$ cat config.mk
export PLATFORM = sky130hd
export DESIGN_NAME = subframe_timer
export DESIGN_NICKNAME = d
export VERILOG_FILES = /design/src/rtl/sft_pkg.sv /design/src/rtl/sft_chip_counter.sv /design/src/rtl/sft_strobe_decode.sv /design/src/rtl/subframe_timer.sv
export SDC_FILE = /design/constraint.sdc
export NUM_CORES = 1
export LEC_CHECK = 0
export CORE_UTILIZATION = 35
export DETAILED_ROUTE_END_ITERATION = 12
export PLACE_DENSITY = 0.7
export SLEW_MARGIN = 20
export SYNTH_ARGS = -nofsm -noshare
export SYNTH_HDL_FRONTEND = slang
export SYNTH_SLANG_ARGS = --single-unit
$ cat constraint.sdc
create_clock -name clk_i -period 1.7 [get_ports clk_i]
set_input_delay 0.255 -clock clk_i [delete_from_list [all_inputs] [get_ports clk_i]]
set_output_delay 0.255 -clock clk_i [all_outputs]
set_load 0.02 [all_outputs]
$ cat src/rtl/sft_pkg.sv
`timescale 1ns/1ps
package sft_pkg;

    typedef struct packed {
        logic bit_s;
        logic byte_s;
        logic frame_s;
        logic pre_byte_s;
        logic pre_frame_s;
    } strb_t;

endpackage

$ cat src/rtl/sft_chip_counter.sv
`timescale 1ns/1ps
module sft_chip_counter #(
    parameter int FRAME_CHIPS = 2880,
    parameter int CW          = $clog2(FRAME_CHIPS)
) (
    input  logic          clk_i,
    input  logic          rst_i,
    input  logic          en_i,
    output logic [CW-1:0] cnt_o
);
    localparam logic [CW-1:0] LAST = CW'(FRAME_CHIPS - 1);

    logic [CW-1:0] cnt_d, cnt_q;

    always_comb begin
        cnt_d = cnt_q;
        if (en_i) begin
            cnt_d = (cnt_q == LAST) ? '0 : cnt_q + 1'b1;
        end
    end

    always_ff @(posedge clk_i) begin
        if (rst_i) cnt_q <= '0;
        else       cnt_q <= cnt_d;
    end

    assign cnt_o = cnt_q;

    // count never leaves the subframe range
    a_r1_in_range: assert property (@(posedge clk_i) disable iff (rst_i)
        cnt_q <= LAST);

    // last chip is followed by chip 0
    a_r1_wraps: assert property (@(posedge clk_i) disable iff (rst_i)
        (en_i && cnt_q == LAST) |=> (cnt_q == '0));

    // no tick, no movement
    a_r10_holds: assert property (@(posedge clk_i) disable iff (rst_i)
        !en_i |=> $stable(cnt_q));

endmodule

$ cat src/rtl/sft_strobe_decode.sv
`timescale 1ns/1ps
module sft_strobe_decode
    import sft_pkg::*;
#(
    parameter int FRAME_CHIPS   = 2880,
    parameter int CHIPS_PER_BIT = 8,
    parameter int BITS_PER_BYTE = 8,
    parameter int CW            = $clog2(FRAME_CHIPS)
) (
    input  logic [CW-1:0] cnt_i,
    output strb_t         strb_o
);
    localparam int BIT_LG  = $clog2(CHIPS_PER_BIT);
    localparam int BYTE_LG = BIT_LG + $clog2(BITS_PER_BYTE);
    localparam logic [CW-1:0] LEAD   = CW'(CHIPS_PER_BIT);
    localparam logic [CW-1:0] TURN   = CW'(FRAME_CHIPS - CHIPS_PER_BIT);

    logic [CW-1:0] ahead;

    always_comb begin
        // count one bit period later, folded across the subframe wrap
        ahead = (cnt_i >= TURN) ? cnt_i - TURN : cnt_i + LEAD;

        strb_o.bit_s       = (cnt_i[BIT_LG-1:0]  == '0);
        strb_o.byte_s      = (cnt_i[BYTE_LG-1:0] == '0);
        strb_o.frame_s     = (cnt_i == '0);
        strb_o.pre_byte_s  = (ahead[BYTE_LG-1:0] == '0);
        strb_o.pre_frame_s = (ahead == '0);
    end

endmodule

$ cat src/rtl/subframe_timer.sv
`timescale 1ns/1ps
module subframe_timer
    import sft_pkg::*;
#(
    parameter int FRAME_CHIPS   = 2880,
    parameter int CHIPS_PER_BIT = 8,
    parameter int BITS_PER_BYTE = 8,
    localparam int CW           = $clog2(FRAME_CHIPS)
) (
    input  logic          clk_i,
    input  logic          rst_i,
    input  logic          chip_en_i,
    input  logic          txmode_i,
    input  logic          pin_sel_i,
    input  logic          tx_data_i,
    output logic [CW-1:0] chip_cnt_o,
    output logic          bit_stb_o,
    output logic          byte_stb_o,
    output logic          frame_stb_o,
    output logic          pre_byte_stb_o,
    output logic          pre_frame_stb_o,
    output logic          preslot_o,
    output logic          pin_o
);
    localparam logic [CW-1:0] LAST = CW'(FRAME_CHIPS - 1);

    typedef struct packed {
        logic [CW-1:0] chip;
        strb_t         strb;
        logic          preslot;
    } state_t;

    state_t        st_d, st_q;
    logic [CW-1:0] next_cnt;
    strb_t         dec;

    sft_chip_counter #(
        .FRAME_CHIPS(FRAME_CHIPS),
        .CW         (CW)
    ) u_cnt (
        .clk_i(clk_i),
        .rst_i(rst_i),
        .en_i (chip_en_i),
        .cnt_o(next_cnt)
    );

    sft_strobe_decode #(
        .FRAME_CHIPS  (FRAME_CHIPS),
        .CHIPS_PER_BIT(CHIPS_PER_BIT),
        .BITS_PER_BYTE(BITS_PER_BYTE),
        .CW           (CW)
    ) u_dec (
        .cnt_i (next_cnt),
        .strb_o(dec)
    );

    always_comb begin
        st_d      = st_q;
        st_d.strb = '0;
        if (chip_en_i) begin
            st_d.chip = next_cnt;
            st_d.strb = dec;
            if (dec.pre_frame_s)  st_d.preslot = 1'b1;
            else if (dec.frame_s) st_d.preslot = 1'b0;
        end
    end

    always_ff @(posedge clk_i) begin
        if (rst_i) st_q <= '0;
        else       st_q <= st_d;
    end

    assign chip_cnt_o      = st_q.chip;
    assign bit_stb_o       = st_q.strb.bit_s;
    assign byte_stb_o      = st_q.strb.byte_s;
    assign frame_stb_o     = st_q.strb.frame_s;
    assign pre_byte_stb_o  = st_q.strb.pre_byte_s;
    assign pre_frame_stb_o = st_q.strb.pre_frame_s;
    assign preslot_o       = st_q.preslot;
    assign pin_o           = pin_sel_i ? tx_data_i : st_q.preslot;

    // an idle edge leaves every strobe low
    a_r10_idle_quiet: assert property (@(posedge clk_i) disable iff (rst_i)
        !chip_en_i |=> (st_q.strb == '0));

    // a byte boundary is always a bit boundary
    a_r3_byte_on_bit: assert property (@(posedge clk_i) disable iff (rst_i)
        byte_stb_o |-> bit_stb_o);

    // the frame boundary is a byte boundary at chip 0
    a_r4_frame_at_zero: assert property (@(posedge clk_i) disable iff (rst_i)
        frame_stb_o |-> (byte_stb_o && chip_cnt_o == '0));

    // the early frame warning coincides with an early byte warning
    a_r6_preframe_prebyte: assert property (@(posedge clk_i) disable iff (rst_i)
        pre_frame_stb_o |-> pre_byte_stb_o);

    // window opens with the early frame warning
    a_r7_preslot_open: assert property (@(posedge clk_i) disable iff (rst_i)
        pre_frame_stb_o |-> preslot_o);

    // window is closed at the frame boundary
    a_r7_preslot_shut: assert property (@(posedge clk_i) disable iff (rst_i)
        frame_stb_o |-> !preslot_o);

    // a mode change on a tick still advances the count by exactly one
    a_r8_mode_transparent: assert property (@(posedge clk_i) disable iff (rst_i)
        (chip_en_i && (txmode_i != $past(txmode_i)))
        |=> (next_cnt == (($past(next_cnt) == LAST) ? '0 : $past(next_cnt) + 1'b1)));

endmodule

==> flow_metrics.env <==
export IMPL_p_leak_nw=0.909
export IMPL_rsz0062_at_grt="true"
export IMPL_die_h_microns=67.3
export IMPL_synth_commonest_cells="dfxtp_1, nor2_1, mux2i_1"
export IMPL_fp_dieW_microns=67.3
export IMPL_cap_viol_max_count=0
export IMPL_yosysTopAreaCell="dfxtp_1"
export IMPL_worstPathCellList="buf_6 > and3_4 > nor3_4 > a31oi_1 > or4_4 > a2111oi_4 > nand2b_1"
export IMPL_syn_to_final_growth_pct=46.6
export IMPL_row_count=23
export IMPL_dp_hpwl_mm=2.40
export IMPL_route_detailed_drc=0
export IMPL_hold_buffers=0
export IMPL_nNetsFinal=230
export IMPL_drt_iter0_drc=36
export IMPL_wirelength_mm=3.24
export IMPL_required_ns=1.93
export IMPL_first_pass_iters=4
export IMPL_outcome="finished with violations"
export IMPL_finalMaxSlewViolations=0
export IMPL_critPathTopFamily="simple AND/OR/NAND/NOR gates"
export IMPL_violations="negative setup slack"
export IMPL_wire_per_inst_microns=11.9
export IMPL_netlist_area_leader_share_pct=40.3
export IMPL_track_usage_pct=16.9
export IMPL_die_area_sq_um=4530
export IMPL_first_global_vias=1249
export IMPL_stdcell_area_sq_um=2190
export IMPL_grt_overflow_total=0
export IMPL_synth_edf_count=0
export IMPL_vias=1275
export IMPL_cp_slowest_cell="or4_4"
export IMPL_worst_pin_slew_ns=0.318
export IMPL_antenna_cells=0
export IMPL_synth_net_count=174
export IMPL_ys_ff_latch=30
export IMPL_synth_seq_area_share_pct=40.3
export IMPL_min_period_ns=1.85
export IMPL_fin_ws_ns=-0.147
export IMPL_place_area_sq_um=2000
export IMPL_ys_flop_type="dfxtp_1"
export IMPL_critPathMaxStageDelay_ns=0.49
export IMPL_ant_nets=0
export IMPL_powerDensity_nw_per_um2=708
export IMPL_ys_async_sr_fraction_pct=0
export IMPL_core_area_sq_um=4060
export IMPL_root_buffer="clkbuf_8"
export IMPL_start_kind="flip-flop"
export IMPL_syn_area_per_cell_sq_um=9.04
export IMPL_crit_fanout=4
export IMPL_ir_drop_mv=0.470
export IMPL_cts_buffer_depth=2
export IMPL_syn_inst=165
export IMPL_placed_cells=261
export IMPL_min_period_over_period_pct=109
export IMPL_insertion_delay_ns=0.29
export IMPL_ios=25
export IMPL_layout_cells_non_filler=272
export IMPL_worst_clock_skew_ns=0.00667
export IMPL_slew_headroom_pct=78.8
export IMPL_cts_buffers=5
export IMPL_worstSetupPathType="reg2reg"
export IMPL_yosysWarnings=0
export IMPL_ys_types=40
export IMPL_drive_above_1_share_pct=31.5
export IMPL_max_freq_mhz=541
export IMPL_place_congestion=0.874
export IMPL_critPathCaptureType="flip-flop"
export IMPL_grt_max_degree=19
export IMPL_synth_area_leaders="dfxtp_1, mux2i_1, nor2_1, xor2_1, xnor2_1"
export IMPL_arrival_ns=2.07
export IMPL_path_buf_inv=1
export IMPL_synthMostInstantiatedCell="dfxtp_1"
export IMPL_cts_sinks=30
export IMPL_r2r_slack_ns=-0.15
export IMPL_grt_pass1_wl_mm=5.50
export IMPL_tns_ns=-0.195
export IMPL_initial_core_util_pct=36.8
export IMPL_clkSlewWorstSetupHoldPaths_ns=0.06
export IMPL_hold_viol=0
export IMPL_synth_area_sq_um=1490
export IMPL_avgViaCountPerCell=4.69
export IMPL_portBuffers=23
export IMPL_cts_tree="done"
export IMPL_grt_antenna_before_repair=0
export IMPL_final_setup_viol_count=2
export IMPL_htree_num_levels=2
export IMPL_hold_class="reg2reg"
-- placed cells by master (no fill, tap or decap), types with 3 or more instances in the layout --
cell	synthesis	routed
buf_4	3	39
clkbuf_8	0	5
clkdlybuf4s50_1	0	22
dfxtp_1	30	23
dfxtp_2	0	5
inv_1	6	4
mux2i_1	13	13
nand2_1	10	10
nand3_1	5	4
nand4_1	4	4
nor2_1	29	28
nor3_1	5	4
o21ai_0	3	3
xnor2_1	7	6
xor2_1	9	9
-- per-stage QoR --
stage / utilization, % / total power, W / worst slack, ns / hold WS (ns)
finish: 53.9 / 0.00155 / -0.147 / 0.495
global route: 53.9 / 0.00161 / -0.237 / 0.529
CTS: 53.4 / 0.00157 / -0.149 / 0.503
detailed placement: 49.2 / 0.000861 / -0.397 / 0.483
global placement: 49.2 / 0.000858 / -0.348 / 0.474
floorplan: - / 0.000811 / -0.0985 / 0.530
-- final cells by class --
cell class              count  area, sq um
fillers                   385         1870
multi-input cells         114          837
clock inverters             1         30.0
well taps                  50         62.6
flip-flops and latches     30          614
clock buffers               7         76.3
repair buffers             64          544
inverters                   6         22.5
-- registers in the layout (all words and copies together), names as in the netlist --
register and cells:
chip_cnt_o 12, u_cnt.cnt_o 12, bit_stb_o 1, byte_stb_o 1, frame_stb_o 1, pre_byte_stb_o 1, pre_frame_stb_o 1, preslot_o 1
-- metal layers --
metal | part of all wire, % | routed length, microns | vias up | track usage, %
met4 | 2.4 | 78 | 0 | 10.4
met1 | 49 | 1580 | 571 | 19.5
met3 | 4.5 | 146 | 8 | 4.22
li1 | - | - | 663 | -
met2 | 44 | 1440 | 33 | 28.0
met5 | 0 | 0 | - | 0
-- worst paths after layout --
| check | cells past startpoint | to | startpoint |
|---|---|---|---|
| setup reg to reg | 7 | preslot_o | u_cnt.cnt_o[3] |
| hold reg to reg | 2 | chip_cnt_o[2] | chip_cnt_o[2] |
| hold / removal | 2 | chip_cnt_o[2] | chip_cnt_o[2] |
| setup / recovery | 7 | preslot_o | u_cnt.cnt_o[3] |
-- timing repair --
item / 4_1_cts / 5_1_grt
buffers inserted: 2 / 1
gates cloned: 0 / 0
resized for setup: 16 / 4
endpoints found under the hold margin: 0 / 0
pin swaps: 3 / 1
endpoints found under the setup margin: 3 / 12
-- kinds of logic after synthesis --
kind of cell | synth area share [%]
buffers and inverters | 7.89
adder cells (fa/ha/maj) | 2.52
flip-flops | 40.3
AND/OR/NAND/NOR | 23.0
AO/OA/AOI/OAI | 7.47
XOR/XNOR | 9.40
multiplexers | 9.48
-- power by group --
| part | leakage, nW | internal [W] | switching [W] | total (W) |
|---|---|---|---|---|
| clock | 0.0524 | 0.000438 | 0.000262 | 0.000699 |
| combinational | 0.610 | 0.0000658 | 0.0000635 | 0.000129 |
| sequential | 0.247 | 0.000714 | 0.00000616 | 0.000720 |
| total | 0.909 | 0.00122 | 0.000332 | 0.00155 |
-- worst register-to-register path, delay by kind of cell, from the launching register on --
kind            cells  cell delay [ns]
simple gates        4             0.93
flops               1             0.37
compound gates      2             0.36
buf+inv             1             0.12
Power figures use the tool's default switching activity.
